==> src/rtl/blkxfer_pkg.sv <==
`timescale 1ns/1ps
package blkxfer_pkg;

   // bit 1 = falling window, bit 0 = step taken before the access
   typedef enum logic [1:0] {
      XM_RISE_AFTER  = 2'b00,
      XM_RISE_BEFORE = 2'b01,
      XM_FALL_AFTER  = 2'b10,
      XM_FALL_BEFORE = 2'b11
   } xfer_mode_e;

   typedef enum logic [1:0] {
      SQ_IDLE = 2'b00,
      SQ_RUN  = 2'b01,
      SQ_FIN  = 2'b10
   } seq_state_e;

endpackage

==> src/rtl/blkxfer_popcnt.sv <==
`timescale 1ns/1ps
// Counts the set bits of a mask with a chain of partial sums.
module blkxfer_popcnt #(
   parameter int N  = 16,
   parameter int CW = $clog2(N + 1)
) (
   input  logic [N-1:0]  vec,
   output logic [CW-1:0] cnt
);
   logic [CW-1:0] part [0:N];

   assign part[0] = '0;

   for (genvar i = 0; i < N; i++) begin : g_sum
      assign part[i+1] = part[i] + CW'(vec[i]);
   end

   assign cnt = part[N];
endmodule

==> src/rtl/blkxfer_lowest.sv <==
`timescale 1ns/1ps
// Returns the index of the lowest set bit (0 when the mask is empty).
module blkxfer_lowest #(
   parameter int N  = 16,
   parameter int IW = $clog2(N)
) (
   input  logic [N-1:0]  vec,
   output logic [IW-1:0] idx
);
   logic [IW-1:0] pick [0:N];

   assign pick[N] = '0;

   for (genvar i = N - 1; i >= 0; i--) begin : g_pick
      assign pick[i] = vec[i] ? IW'(i) : pick[i+1];
   end

   assign idx = pick[0];
endmodule

==> src/rtl/blkxfer_addrgen.sv <==
`timescale 1ns/1ps
// Places the transfer window relative to the base and computes the new base.
module blkxfer_addrgen
   import blkxfer_pkg::*;
#(
   parameter int W    = 32,
   parameter int CW   = 5,
   parameter int STEP = 4
) (
   input  logic [W-1:0]  base,
   input  xfer_mode_e    mode,
   input  logic [CW-1:0] cnt,
   output logic [W-1:0]  first_addr,
   output logic [W-1:0]  next_base
);
   localparam int SH = $clog2(STEP);

   logic [W-1:0] span;
   logic [W-1:0] low_end;
   logic [W-1:0] high_end;

   assign span     = W'(cnt) << SH;
   assign low_end  = base - span;
   assign high_end = base + span;

   always_comb begin
      unique case (mode)
         XM_RISE_AFTER: begin
            first_addr = base;
            next_base  = high_end;
         end
         XM_RISE_BEFORE: begin
            first_addr = base + W'(STEP);
            next_base  = high_end;
         end
         XM_FALL_AFTER: begin
            first_addr = low_end + W'(STEP);
            next_base  = low_end;
         end
         default: begin
            first_addr = low_end;
            next_base  = low_end;
         end
      endcase
   end
endmodule

==> src/rtl/blkxfer_seq.sv <==
`timescale 1ns/1ps
module blkxfer_seq
   import blkxfer_pkg::*;
#(
   parameter int NREG = 16,
   parameter int W    = 32,
   parameter int STEP = 4,
   localparam int IW  = $clog2(NREG),
   localparam int CW  = $clog2(NREG + 1)
) (
   input  logic            clk,
   input  logic            rst_n,
   input  logic            start,
   input  logic [NREG-1:0] reg_list,
   input  logic [W-1:0]    base_addr,
   input  logic [IW-1:0]   base_idx,
   input  logic [1:0]      mode,
   input  logic            wb_en,
   input  logic            is_load,
   output logic            busy,
   output logic            mem_req,
   output logic            mem_we,
   output logic [W-1:0]    mem_addr,
   output logic [IW-1:0]   mem_idx,
   output logic [W-1:0]    mem_wdata,
   input  logic [W-1:0]    mem_rdata,
   input  logic            mem_rdy,
   output logic [IW-1:0]   rf_rd_idx,
   input  logic [W-1:0]    rf_rd_data,
   output logic            rf_we,
   output logic [IW-1:0]   rf_wr_idx,
   output logic [W-1:0]    rf_wr_data,
   output logic            done,
   output logic            base_we,
   output logic [W-1:0]    wb_value
);
   // elaboration-time parameter checks
   if (NREG < 2) begin : g_bad_nreg
      $error("blkxfer_seq: NREG must be at least 2");
   end
   if ((STEP < 1) || ((STEP & (STEP - 1)) != 0)) begin : g_bad_step
      $error("blkxfer_seq: STEP must be a power of two");
   end
   if (W < 8) begin : g_bad_w
      $error("blkxfer_seq: W must be at least 8");
   end

   xfer_mode_e      mode_e;
   seq_state_e      state;
   logic [NREG-1:0] remain;
   logic [NREG-1:0] remain_nxt;
   logic [W-1:0]    cur_addr;
   logic [W-1:0]    wb_val_q;
   logic [IW-1:0]   bidx_q;
   logic [IW-1:0]   first_q;
   logic            wb_q;
   logic            load_q;

   logic [CW-1:0]   list_cnt;
   logic [IW-1:0]   list_first;
   logic [IW-1:0]   cur_idx;
   logic [W-1:0]    start_addr;
   logic [W-1:0]    new_base;
   logic            use_new_base;
   logic            accept;

   assign mode_e = xfer_mode_e'(mode);

   blkxfer_popcnt #(.N(NREG), .CW(CW)) u_cnt (
      .vec (reg_list),
      .cnt (list_cnt)
   );

   blkxfer_lowest #(.N(NREG), .IW(IW)) u_first (
      .vec (reg_list),
      .idx (list_first)
   );

   blkxfer_lowest #(.N(NREG), .IW(IW)) u_cur (
      .vec (remain),
      .idx (cur_idx)
   );

   blkxfer_addrgen #(.W(W), .CW(CW), .STEP(STEP)) u_addr (
      .base       (base_addr),
      .mode       (mode_e),
      .cnt        (list_cnt),
      .first_addr (start_addr),
      .next_base  (new_base)
   );

   // clear the lowest remaining bit
   assign remain_nxt = remain & (remain - NREG'(1));
   assign accept     = (state == SQ_RUN) && mem_rdy;

   always_ff @(posedge clk or negedge rst_n) begin
      if (!rst_n) begin
         state    <= SQ_IDLE;
         remain   <= '0;
         cur_addr <= '0;
         wb_val_q <= '0;
         bidx_q   <= '0;
         first_q  <= '0;
         wb_q     <= 1'b0;
         load_q   <= 1'b0;
      end else begin
         unique case (state)
            SQ_IDLE: begin
               if (start) begin
                  remain   <= reg_list;
                  cur_addr <= start_addr;
                  wb_val_q <= new_base;
                  bidx_q   <= base_idx;
                  first_q  <= list_first;
                  wb_q     <= wb_en;
                  load_q   <= is_load;
                  state    <= (reg_list == '0) ? SQ_FIN : SQ_RUN;
               end
            end
            SQ_RUN: begin
               if (accept) begin
                  remain   <= remain_nxt;
                  cur_addr <= cur_addr + W'(STEP);
                  if (remain_nxt == '0) begin
                     state <= SQ_FIN;
                  end
               end
            end
            SQ_FIN: state <= SQ_IDLE;
            default: state <= SQ_IDLE;
         endcase
      end
   end

   // base register on a store with writeback: original value only when first
   assign use_new_base = !load_q && wb_q && (cur_idx == bidx_q) && (cur_idx != first_q);

   assign busy       = (state != SQ_IDLE);
   assign mem_req    = (state == SQ_RUN);
   assign mem_we     = mem_req && !load_q;
   assign mem_addr   = cur_addr;
   assign mem_idx    = cur_idx;
   assign mem_wdata  = use_new_base ? wb_val_q : rf_rd_data;
   assign rf_rd_idx  = cur_idx;
   assign rf_we      = accept && load_q;
   assign rf_wr_idx  = cur_idx;
   assign rf_wr_data = mem_rdata;
   assign done       = (state == SQ_FIN);
   assign base_we    = done && wb_q;
   assign wb_value   = wb_val_q;
endmodule

==> config.mk <==
export PLATFORM = sky130hd
export DESIGN_NAME = blkxfer_seq
export DESIGN_NICKNAME = d
export VERILOG_FILES = /design/src/rtl/blkxfer_pkg.sv /design/src/rtl/blkxfer_popcnt.sv /design/src/rtl/blkxfer_lowest.sv /design/src/rtl/blkxfer_addrgen.sv /design/src/rtl/blkxfer_seq.sv
export SDC_FILE = /design/constraint.sdc
export NUM_CORES = 1
export LEC_CHECK = 0
export CORE_MARGIN = 10
export CORE_UTILIZATION = 30
export DETAILED_ROUTE_END_ITERATION = 16
export GPL_TIMING_DRIVEN = 1
export PLACE_DENSITY = 0.66
export SYNTH_ARGS = -nofsm -noshare
export SYNTH_HDL_FRONTEND = slang
export SYNTH_SLANG_ARGS = --single-unit
==> constraint.sdc <==
create_clock -name clk -period 5.95 [get_ports clk]
set_clock_uncertainty 0.1 [all_clocks]
set_input_delay 0.595 -clock clk [delete_from_list [all_inputs] [get_ports clk]]
set_output_delay 0.595 -clock clk [all_outputs]
set_load 0.02 [all_outputs]
==> results of run 1 <==
[how the worst min path moves through the flow]
stage                start     endpoint  depth (start not counted)
2_1_floorplan        rst_n    bidx_q[0]                          0
3_3_place_gp   mem_addr[1]  mem_addr[1]                          2
3_5_place_dp   mem_addr[0]  mem_addr[0]                          2
4_1_cts              rst_n  wb_value[5]                          1
5_1_grt              rst_n  wb_value[5]                          1
6_report             rst_n  wb_value[5]                          1
[routing by layer]
metal  part of all wire  vias to the layer above
met2               0.45                      551
met5                  0                        -
li1                   -                     5600
met1               0.45                     5656
met3              0.081                       56
met4              0.018                        0
[sequential cells by signal (all words and copies together) (netlist names)]
name	flops
bidx_q	4
first_q	4
load_q	1
mem_addr	32
remain	16
state	2
wb_q	1
wb_value	32
[power breakdown]
part | internal, W | switching, W
Combinational | 0.00217 | 0.00249
Sequential | 0.000927 | 0.000378
Clock | 0.000303 | 0.000295
[area by class of cell]
type	instances	area (um2)	area share
timing repair buffer	472	4163	0.2729
clock inverter	6	58.81	0.003855
inverter	57	216.5	0.01419
sequential	92	2302	0.1509
tap	442	553.0	0.03626
clock buffer	10	239.0	0.01567
multi-input combinational	1065	7721	0.5062
[logic make-up (layout without fill, tap and decap cells)]
family | after synthesis | in the layout | share of synthesized area
adders and majority gates | 38 | 38 | 0.05590
DFF | 92 | 92 | 0.2296
xor gates and xnor gates | 64 | 64 | 0.05590
muxes | 41 | 41 | 0.04516
buffers and inverters | 189 | 545 | 0.09058
AOI/OAI and AO/OA | 383 | 383 | 0.2458
and+or+nand+nor | 539 | 539 | 0.2771
[layout by cell type, fill, tap and decap left out, types with 26 or more instances in the layout]
cell type / Yosys / final
nor2_1: 107 / 98
inv_1: 55 / 47
xor2_1: 32 / 30
dfrtp_1: 92 / 92
a21oi_1: 94 / 89
clkdlybuf4s50_1: 0 / 196
nand2_1: 150 / 144
buf_4: 42 / 243
nand3_1: 54 / 47
o21ai_0: 109 / 90
nor3_1: 44 / 37
nand4_1: 26 / 26
mux2_2: 28 / 27
[what timing repair did]
action / in CTS / in global routing
endpoints found under the hold margin: 0 / 0
pin swaps: 55 / 27
setup buffers: 73 / 10
endpoints found under the setup margin: 51 / 51
resized for setup: 165 / 67
cloned: 1 / 0
[stage by stage]
step                utilization  hold slack, ns  cell area (um2)  setup WS [ns]  setup TNS, ns
global placement         0.4104          0.3577            13460         -1.130         -36.03
global route             0.4653         0.06238            15250        -0.4894         -8.270
detailed placement       0.4104          0.3633            13460         -1.239         -39.27
finish                   0.4653         0.04239            15250        -0.3020         -3.351
CTS                      0.4560         0.05370            14950        -0.4458         -5.639
floorplan                     -          0.1994            10100        -0.3755         -3.003
==> summary.md, run 1 <==
| Metric | Value |
|---|---|
| Pin slew with the least headroom to its limit | 1.128 ns |
| Grt ovf | 0 |
| Post-Place Cells | 2053 |
| Initial DRC Count | between 1k and 1.5k |
| FP Rows | between 60 and 70 |
| Hold Fails Final Rpt | 0 |
| Top delay family on crit path | adder cells |
| RSZ-0062 raised after global routing | yes |
| Slew margin rel. | 0.2454 |
| Critical path endpoint category | register |
| Ys async rst share | 1.000 |
| Final setup fails | 22 |
| First-pass GRT wire length | 69810 um |
| Die Y | roughly 200 um |
| Final Instance Count excl. Fillers | between 2k and 2.5k |
| Synth area leader | dfrtp_1 |
| Largest stage delay, worst path | approximately 0.59 ns |
| Avg Inst Size Synth | about 7.5 um2 |
| DRT Wirelength | 44190 um |
| Starting Density | 0.3059 |
| FF-to-FF path depth | 7 |
| Status | complete, but fails checks |
| Area Overhead vs Synth | 52.10% |
| Die Width | a little over 200 um |
| CTS H-tree depth | 3 |
| Pins Over Slew Limit | 0 |
| Vias in the first global route | 11.97k |
| Vias per Instance | around 5.5 |
| Vias | around 12k |
| Synthesized area | between 10000 and 15000 um2 |
| GPL Wtd Cong | a little over 0.9 |
| Distinct cells, synth | 95 |
| Clock sink total | slightly above 90 |
| Cell mode on critical path | fa_1 |
| Flop2flop setup slack | between 2 and 3 ns |
| Instance count on the critical path | 20 |
| Initial antenna violation count | 0 |
| Dpl hpwl | approximately 32000 um |
| CTS tree | built |
| Synth Instances | 1346 |
| DRT Pass-1 Iters | 5 |
| CP endpoint | mem_addr[31] |
| Hold WC Path Type | in2async |
| Pwr dens | roughly 430 nW/um2 |
| Crit Reg-Reg Endpoint | state[0] |
| Io pins | 270 |
| Crit path kind | in2reg |
| Synth warn | 0 |
| Clk slew on worst S/H paths | ~0.08 ns |
| Worst skew pair latency | approximately 0.36 ns |
| Nets@finish | 1857 |
| Buffer depth of the longest clock path | 2 |
| Reg-to-reg startpoint | remain[2] |
| Maxcap violations | 0 |
| Port buffer count | ~200 |
| Required time worst endpoint | between 6 and 7 ns |
| Met3 global-route usage | 0.03869 |
| # hold bufs at CTS | 0 |
| P_leak | a little over 6 nW |
| Fin crit share | 1.051 |
| Diode count | 0 |
| Synth top cells by count | nand2_1 (150), o21ai_0 (109), nor2_1 (107) |
| Post-synth top flop | dfrtp_1 |
| Clk root buf | clkbuf_16 |
| Crit path max-delay cell type | fa_2 |
| Total GRT Usage | 0.2097 |
| Sequential area share after synthesis | 0.2296 |
| Critical Path Source | reg_list[11] |
| Syn_nets | ~1.5k |
| Post-synth EDFFs | 0 |
| Data arrival, critical path | around 6.4 ns |
| Detail Route Antenna Nets | 0 |
| #FFs+latches synth | 92 |
| Failing checks | negative setup slack |
| Max FO, Critical Path | 3 |
| Die ar. | roughly 41000 um2 |
| Most instantiated library cell after synthesis | nand2_1 |
| Drt drc | 0 |
| Drt wl/cell | slightly above 20 um |
| Met2 Resource Use GR | 0.3303 |
| Most Crowded Layer GR | met2 |
| Bufs and invs on worst path | 5 |
| Synth top area share | 0.2296 |
| Largest net degree at the start of global routing | 73 |
| Synth top area cells | dfrtp_1 (23%), nand2_1 (5.6%), o21ai_0 (5.4%) |
| Core Region | around 33000 um2 |
| Num CTS Buffers | 9 |
| Critical path launch point type | primary input |
| Max IR drop VDD | approximately 0.30 mV |
| Worst path cell trace | buf_8 > fa_1 > inv_2 > fa_1 > fa_1 > fa_1 > fa_2 > fa_2 > inv_4 > ha_4 > nor2_4 > o311a_4 > or4_4 > a2bb2o_4 > nor4_4 > buf_4 > nand4_1 > buf_4 > or3_1 > o211ai_1 |
| Final Power | 0.006558 W |
| Min Tclk post-route | around 6.3 ns |
| Met1 Use GR | 0.2860 |
| Setup slack after layout | -0.3020 ns |
| Filler Cells Inserted | roughly 3.1k |
| Share of cells above drive strength 1 | 0.2791 |
| Max Freq | 159.9 MHz |
Power figures use the tool's default switching activity.
==> inputs of run 2 (changes only) <==
Settings changed: ABC_CLOCK_PERIOD_IN_PS from default to 5950, CORE_MARGIN 10 to 1.
==> run 2 against run 1 <==
- power is 1.2% lower
- non-clock buffer count is 41 lower
- sequential share of layout area is 0.36 points higher
- largest power group unchanged
- highest routed layer unchanged
- worst setup slack worse by 0.060 ns
- the run still ends with negative setup slack left
- combinational power is 2% lower
- largest cell class unchanged
==> summary.md, run 2 (synthesized netlist as in run 1, its figures left out) <==
| Metric | Value |
|---|---|
| Status | complete, but fails checks (unchanged) |
| Failing checks | negative setup slack (unchanged) |
| RSZ-0062 raised after global routing | yes (unchanged) |
| Drt wl/cell | 19.26 um (was 20.61 um) |
| Pwr dens | 434.9 nW/um2 (was 430.0 nW/um2) |
| Most common cell after layout, fill and taps aside | clkdlybuf4s50_1 (was buf_4) |
| Hold WC Path Type | in2async (unchanged) |
| First-pass GRT wire length | 63020 um (was 69810 um) |
| DRT Wirelength | 40500 um (was 44190 um) |
| Hold Fails Final Rpt | 0 (unchanged) |
| Fin crit share | 1.061 (was 1.051) |
| Drt drc | 0 (unchanged) |
| Most frequent cells in the layout | clkdlybuf4s50_1 (196), buf_4 (192), nand2_1 (147) (was buf_4 (243), clkdlybuf4s50_1 (196), nand2_1 (144)) |
| Worst path cell trace | buf_8 > inv_4 > fa_1 > fa_2 > fa_2 > fa_1 > fa_2 > fa_2 > xnor2_2 > ha_1 > or2_4 > a211oi_4 > buf_4 > buf_6 > or4_4 > or3_4 > a21o_1 > or3_4 > or3_1 > o211ai_1 (was buf_8 > fa_1 > inv_2 > fa_1 > fa_1 > fa_1 > fa_2 > fa_2 > inv_4 > ha_4 > nor2_4 > o311a_4 > or4_4 > a2bb2o_4 > nor4_4 > buf_4 > nand4_1 > buf_4 > or3_1 > o211ai_1) |
| Nets@finish | 1816 (was 1857) |
| Critical Path Source | reg_list[5] (was reg_list[11]) |
| Crit Reg-Reg Endpoint | mem_addr[23] (was state[0]) |
| Placed Area | 13420 um2 (was 13460 um2) |
| Diode count | 0 (unchanged) |
| FP Rows | 66 (unchanged) |
| Share of cells above drive strength 1 | 0.2553 (was 0.2791) |
| Num CTS Buffers | 9 (unchanged) |
| Final Power | 0.006481 W (was 0.006558 W) |
| Maxcap violations | 0 (unchanged) |
| Required time worst endpoint | 6.13 ns (about the same) |
| Sequential cell area | 2302 um2 (unchanged) |
| Slew margin rel. | 0.1609 (was 0.2454) |
| Crit path kind | in2reg (unchanged) |
| Grt ovf | 0 (unchanged) |
| Vias in the first global route | 11.10k (was 11.97k) |
| Reg-to-reg startpoint | state[0] (was remain[2]) |
| CTS H-tree depth | 3 (unchanged) |
| Pin slew with the least headroom to its limit | 1.256 ns (was 1.128 ns) |
| Final instance area | 14900 um2 (was 15250 um2) |
| Max IR drop VDD | 0.2651 mV (was 0.2997 mV) |
| Final Instance Count excl. Fillers | 2103 (was 2144) |
| Setup slack after layout | -0.3624 ns (was -0.3020 ns) |
| Area Overhead vs Synth | 48.60% (was 52.10%) |
| Worst skew pair latency | 0.36 ns (about the same) |
| Starting Density | 0.3067 (was 0.3059) |
| Largest net degree at the start of global routing | 76 (was 73) |
| Crit path max-delay cell type | fa_2 (unchanged) |
| Max Freq | 158.4 MHz (was 159.9 MHz) |
| Flop2flop setup slack | 2.81 ns (was 2.90 ns) |
| Port buffer count | 205 (unchanged) |
| P_leak | 5.882 nW (was 6.108 nW) |
| CTS tree | built (unchanged) |
| Max FO, Critical Path | 4 (was 3) |
| GPL Wtd Cong | 0.9658 (was 0.9337) |
| Filler Cells Inserted | 3275 (was 3134) |
| DRT Pass-1 Iters | 5 (unchanged) |
| Critical path launch point type | primary input (unchanged) |
| Buffer depth of the longest clock path | 2 (unchanged) |
| Vias | 11.62k (was 11.86k) |
| Clk slew on worst S/H paths | 0.09 ns (was 0.08 ns) |
| Critical path endpoint category | register (unchanged) |
| Clock sink total | 92 (unchanged) |
| Post-Place Cells | 2048 (was 2053) |
| Min Tclk post-route | 6.312 ns (was 6.252 ns) |
| Initial DRC Count | 894 (was 1092) |
| Die ar. | 34160 um2 (was 41140 um2) |
| Largest stage delay, worst path | 0.58 ns (was 0.59 ns) |
| Total GRT Usage | 0.2352 (was 0.2097) |
| Initial antenna violation count | 0 (unchanged) |
| Dpl hpwl | 29790 um (was 32310 um) |
| Cell mode on critical path | fa_2 (was fa_1) |
| Io pins | 270 (unchanged) |
| Pins Over Slew Limit | 0 (unchanged) |
| Vias per Instance | 5.525 (was 5.533) |
| Die Width | 184.8 um (was 202.8 um) |
| Clk root buf | clkbuf_16 (unchanged) |
| Final setup fails | 25 (was 22) |
| Post-layout util | 0.4557 (was 0.4653) |
| Data arrival, critical path | 6.49 ns (was 6.43 ns) |
| Die Y | 184.8 um (was 202.8 um) |
| FF-to-FF path depth | 10 (was 7) |
| Multi-input logic area | 7639 um2 (was 7721 um2) |
| Core Region | 32700 um2 (was 32780 um2) |
| Setup TNS | -5.074 ns (was -3.351 ns) |
| Detail Route Antenna Nets | 0 (unchanged) |
| CP endpoint | mem_addr[31] (unchanged) |
-- run 2: changes by cell type in the layout (fill, tap and decap cells not counted), sizes merged --
cell | previous run | this run
inv | 58 | 61
buf | 273 | 233
clkinvlp | 1 | 0
clkbuf | 10 | 9
clkinv | 4 | 3
bufbuf | 1 | 0
-- run 2: worst min path at each step --
stage,endpoint,slack (ns)
floorplan,bidx_q[0],0.20
global placement,state[1],0.36
detailed placement,state[1],0.37
CTS,wb_value[6],0.04
global route,wb_value[5],0.06
finish,wb_value[5],0.03
-- run 2: repair_timing --
item,4_1_cts,5_1_grt
pin swaps,63,59
setup buffers,16,28
setup endpoints to repair,40,36
hold buffers,0,0
cloned,1,0
resized for setup,132,93
-- run 2: final cells by class --
class	instances	area share
clock buffers	9	0.01511
clock inverters	7	0.004534
inverters	57	0.01469
multi-input cells	1065	0.5126
flip-flops and latches	92	0.1545
well taps	442	0.03711
repair buffers	431	0.2615
-- run 2: worst max-delay path: cells and delay by family --
| family | cells | cell delay (ns) |
|---|---|---|
| AOI/OAI and AO/OA | 3 | 0.44 |
| xor gates and xnor gates | 1 | 0.15 |
| adders and majority gates | 7 | 3.13 |
| buffers and inverters | 4 | 0.37 |
| and+or+nand+nor | 5 | 1.79 |
-- run 2: report_power, final --
| group | switching (W) | internal, W | total [W] |
|---|---|---|---|
| Clock | 0.000313 | 0.000296 | 0.000609 |
| Combinational | 0.00242 | 0.00215 | 0.00457 |
| Sequential | 0.000373 | 0.000927 | 0.00130 |
| Total | 0.00311 | 0.00338 | 0.00648 |
-- run 2: through the flow --
step	setup slack, ns	hold WS [ns]
floorplan	-0.3755	0.1994
global placement	-1.174	0.3562
detailed placement	-1.195	0.3670
CTS	-0.3548	0.04298
global route	-0.5228	0.05689
finish	-0.3624	0.02760
-- run 2: layer usage --
| metal | share of wire | vias to the layer above | GRT usage |
|---|---|---|---|
| li1 | - | 5513 | - |
| met2 | 0.45 | 486 | 0.3695 |
| met4 | 0.017 | 0 | 0.06083 |
| met5 | 0 | - | 0 |
| met1 | 0.46 | 5577 | 0.3321 |
| met3 | 0.068 | 43 | 0.03834 |
==> inputs of run 3 (changes only) <==
Settings changed: SKIP_CTS_REPAIR_TIMING from default to 1.
==> run 3 against run 2 <==
- the run still ends with negative setup slack left
- count of clock-buffer cells in the layout unchanged
- sequential power about the same
- sequential cell count unchanged
- non-clock buffer count down 24
- core utilization down 1.3 points
- sequential share of layout area up 0.45 points
- die area unchanged
- wire length down 1.7%
- largest cell class unchanged
- highest routed layer unchanged
==> summary.md, run 3 (synthesized netlist as in run 1, its figures left out) <==
| Metric | Value |
|---|---|
| Worst skew pair latency | 0.36 ns (about the same) |
| Dpl hpwl | 29790 um (unchanged) |
| Most frequent cells in the layout | clkdlybuf4s50_1 (196), buf_4 (183), nand2_1 (148) (was clkdlybuf4s50_1 (196), buf_4 (192), nand2_1 (147)) |
| Num CTS Buffers | 9 (unchanged) |
| Maxcap violations | 0 (unchanged) |
| Worst path cell trace | dlymetal6s2s_1 > inv_2 > fa_1 > fa_2 > fa_2 > fa_1 > fa_2 > fa_2 > inv_4 > fa_2 > or2_4 > a211oi_4 > o31a_1 > a2bb2o_4 > nor4_4 > nand4_1 > or4_1 > a31o_1 (was buf_8 > inv_4 > fa_1 > fa_2 > fa_2 > fa_1 > fa_2 > fa_2 > xnor2_2 > ha_1 > or2_4 > a211oi_4 > buf_4 > buf_6 > or4_4 > or3_4 > a21o_1 > or3_4 > or3_1 > o211ai_1) |
| Grt ovf | 0 (unchanged) |
| Largest net degree at the start of global routing | 76 (unchanged) |
| Initial antenna violation count | 0 (unchanged) |
| Pins Over Slew Limit | 0 (unchanged) |
| Bufs and invs on worst path | 3 (was 4) |
| Critical path endpoint category | register (unchanged) |
| Largest stage delay, worst path | 0.59 ns (was 0.58 ns) |
| CTS H-tree depth | 3 (unchanged) |
| Max FO, Critical Path | 4 (unchanged) |
| Pwr dens | 442.0 nW/um2 (was 434.9 nW/um2) |
| Port buffer count | 205 (unchanged) |
| Die Y | 184.8 um (unchanged) |
| DRT Wirelength | 39810 um (was 40500 um) |
| DRT Pass-1 Iters | 6 (was 5) |
| Required time worst endpoint | 6.10 ns (was 6.13 ns) |
| Buffer depth of the longest clock path | 2 (unchanged) |
| Setup slack after layout | -0.3834 ns (was -0.3624 ns) |
| Critical path launch point type | primary input (unchanged) |
| CTS tree | built (unchanged) |
| Pin slew with the least headroom to its limit | 1.204 ns (was 1.256 ns) |
| Drt wl/cell | 19.15 um (was 19.26 um) |
| Most common cell after layout, fill and taps aside | clkdlybuf4s50_1 (unchanged) |
| Slew margin rel. | 0.1958 (was 0.1609) |
| Die Width | 184.8 um (unchanged) |
| Vias per Instance | 5.483 (was 5.525) |
| Core Region | 32700 um2 (unchanged) |
| Final Power | 0.006399 W (was 0.006481 W) |
| Cell mode on critical path | fa_2 (unchanged) |
| Hold Fails Final Rpt | 0 (unchanged) |
| Diode count | 0 (unchanged) |
| Crit path kind | in2reg (unchanged) |
| Max Freq | 157.9 MHz (was 158.4 MHz) |
| Final instance area | 14480 um2 (was 14900 um2) |
| Area Overhead vs Synth | 44.37% (was 48.60%) |
| GPL Wtd Cong | 0.9658 (unchanged) |
| Share of cells above drive strength 1 | 0.2346 (was 0.2553) |
| Crit path max-delay cell type | fa_2 (unchanged) |
| Final setup fails | 22 (was 25) |
| Failing checks | negative setup slack (unchanged) |
| Vias | 11.40k (was 11.62k) |
| Starting Density | 0.3067 (unchanged) |
| FP Rows | 66 (unchanged) |
| Status | complete, but fails checks (unchanged) |
| Hold WC Path Type | in2async (unchanged) |
| Clock sink total | 92 (unchanged) |
| Nets@finish | 1792 (was 1816) |
| Detail Route Antenna Nets | 0 (unchanged) |
| Place WS | -1.195 ns (unchanged) |
| P_leak | 5.705 nW (was 5.882 nW) |
| First-pass GRT wire length | 61590 um (was 63020 um) |
| Total GRT Usage | 0.2298 (was 0.2352) |
| Placed Area | 13420 um2 (unchanged) |
| Initial DRC Count | 852 (was 894) |
| Clk slew on worst S/H paths | 0.09 ns (about the same) |
| Data arrival, critical path | 6.48 ns (was 6.49 ns) |
| Max IR drop VDD | 0.2765 mV (was 0.2651 mV) |
| RSZ-0062 raised after global routing | yes (unchanged) |
| Min Tclk post-route | 6.333 ns (was 6.312 ns) |
| Fin crit share | 1.064 (was 1.061) |
| Drt drc | 0 (unchanged) |
| Clk root buf | clkbuf_16 (unchanged) |
| Io pins | 270 (unchanged) |
| Vias in the first global route | 10.87k (was 11.10k) |
| Top delay family on crit path | adder cells (unchanged) |
| Filler Cells Inserted | 3341 (was 3275) |
| Die ar. | 34160 um2 (unchanged) |
## run 3: cell count changes in the layout (fill, tap and decap cells not counted), moves of 5 or more
| cell | before | now |
|---|---|---|
| nor4_4 | 14 | 9 |
| dlymetal6s2s_1 | 0 | 5 |
| o21ai_1 | 14 | 7 |
| buf_4 | 192 | 183 |
| buf_6 | 36 | 18 |
| o21ai_0 | 94 | 101 |
## run 3: worst register-to-register path: cells and delay by family, from the launching register on
kind,cells,cell delay [ns]
DFF,1,0.41
buffers and inverters,2,0.80
AOI/OAI and AO/OA,3,0.60
and+or+nand+nor,5,1.16
## run 3: metrics by stage
stage,TNS (ns),util,cells,hold slack [ns]
after floorplan,-3.003,-,1346,0.1994
after global placement,-35.05,0.4103,2048,0.3562
after detailed placement,-36.96,0.4103,2048,0.3670
after CTS,-18.05,0.4193,2064,0.04298
after global routing,-9.800,0.4427,2079,0.05830
final,-5.713,0.4427,2079,0.02578
## run 3: path summary, 6_finish.rpt
check	cells past startpoint	end	slack (ns)	startpoint
min	1	wb_value[5]	0.03	rst_n
max reg2reg	10	mem_addr[23]	2.81	state[0]
max	18	mem_addr[29]	-0.38	reg_list[5]
max in group asynchronous	2	mem_addr[25]	4.45	rst_n
min reg2reg	2	mem_addr[0]	0.38	mem_addr[0]
min in group clk	2	mem_addr[0]	0.38	mem_addr[0]
## run 3: area by class of cell
class                   count  area (um2)  share of cell area
inverters                  57       216.5             0.01495
clock inverters             7       67.56            0.004667
clock buffers               9       225.2             0.01556
repair buffers            407        3666              0.2532
multi-input cells        1065        7447              0.5144
flip-flops and latches     92        2302              0.1590
well taps                 442       553.0             0.03820
## run 3: report_power, final
group          internal (W)  switching, W
clock              0.000296      0.000311
sequential         0.000927      0.000374
combinational       0.00209       0.00240
## run 3: per-layer routing
layer / up-vias / track usage / part of all wire
li1: 5463 / - / -
met4: 0 / 0.05785 / 0.020
met5: - / 0 / 0
met1: 5440 / 0.3299 / 0.47
met3: 51 / 0.03578 / 0.068
met2: 445 / 0.3562 / 0.45
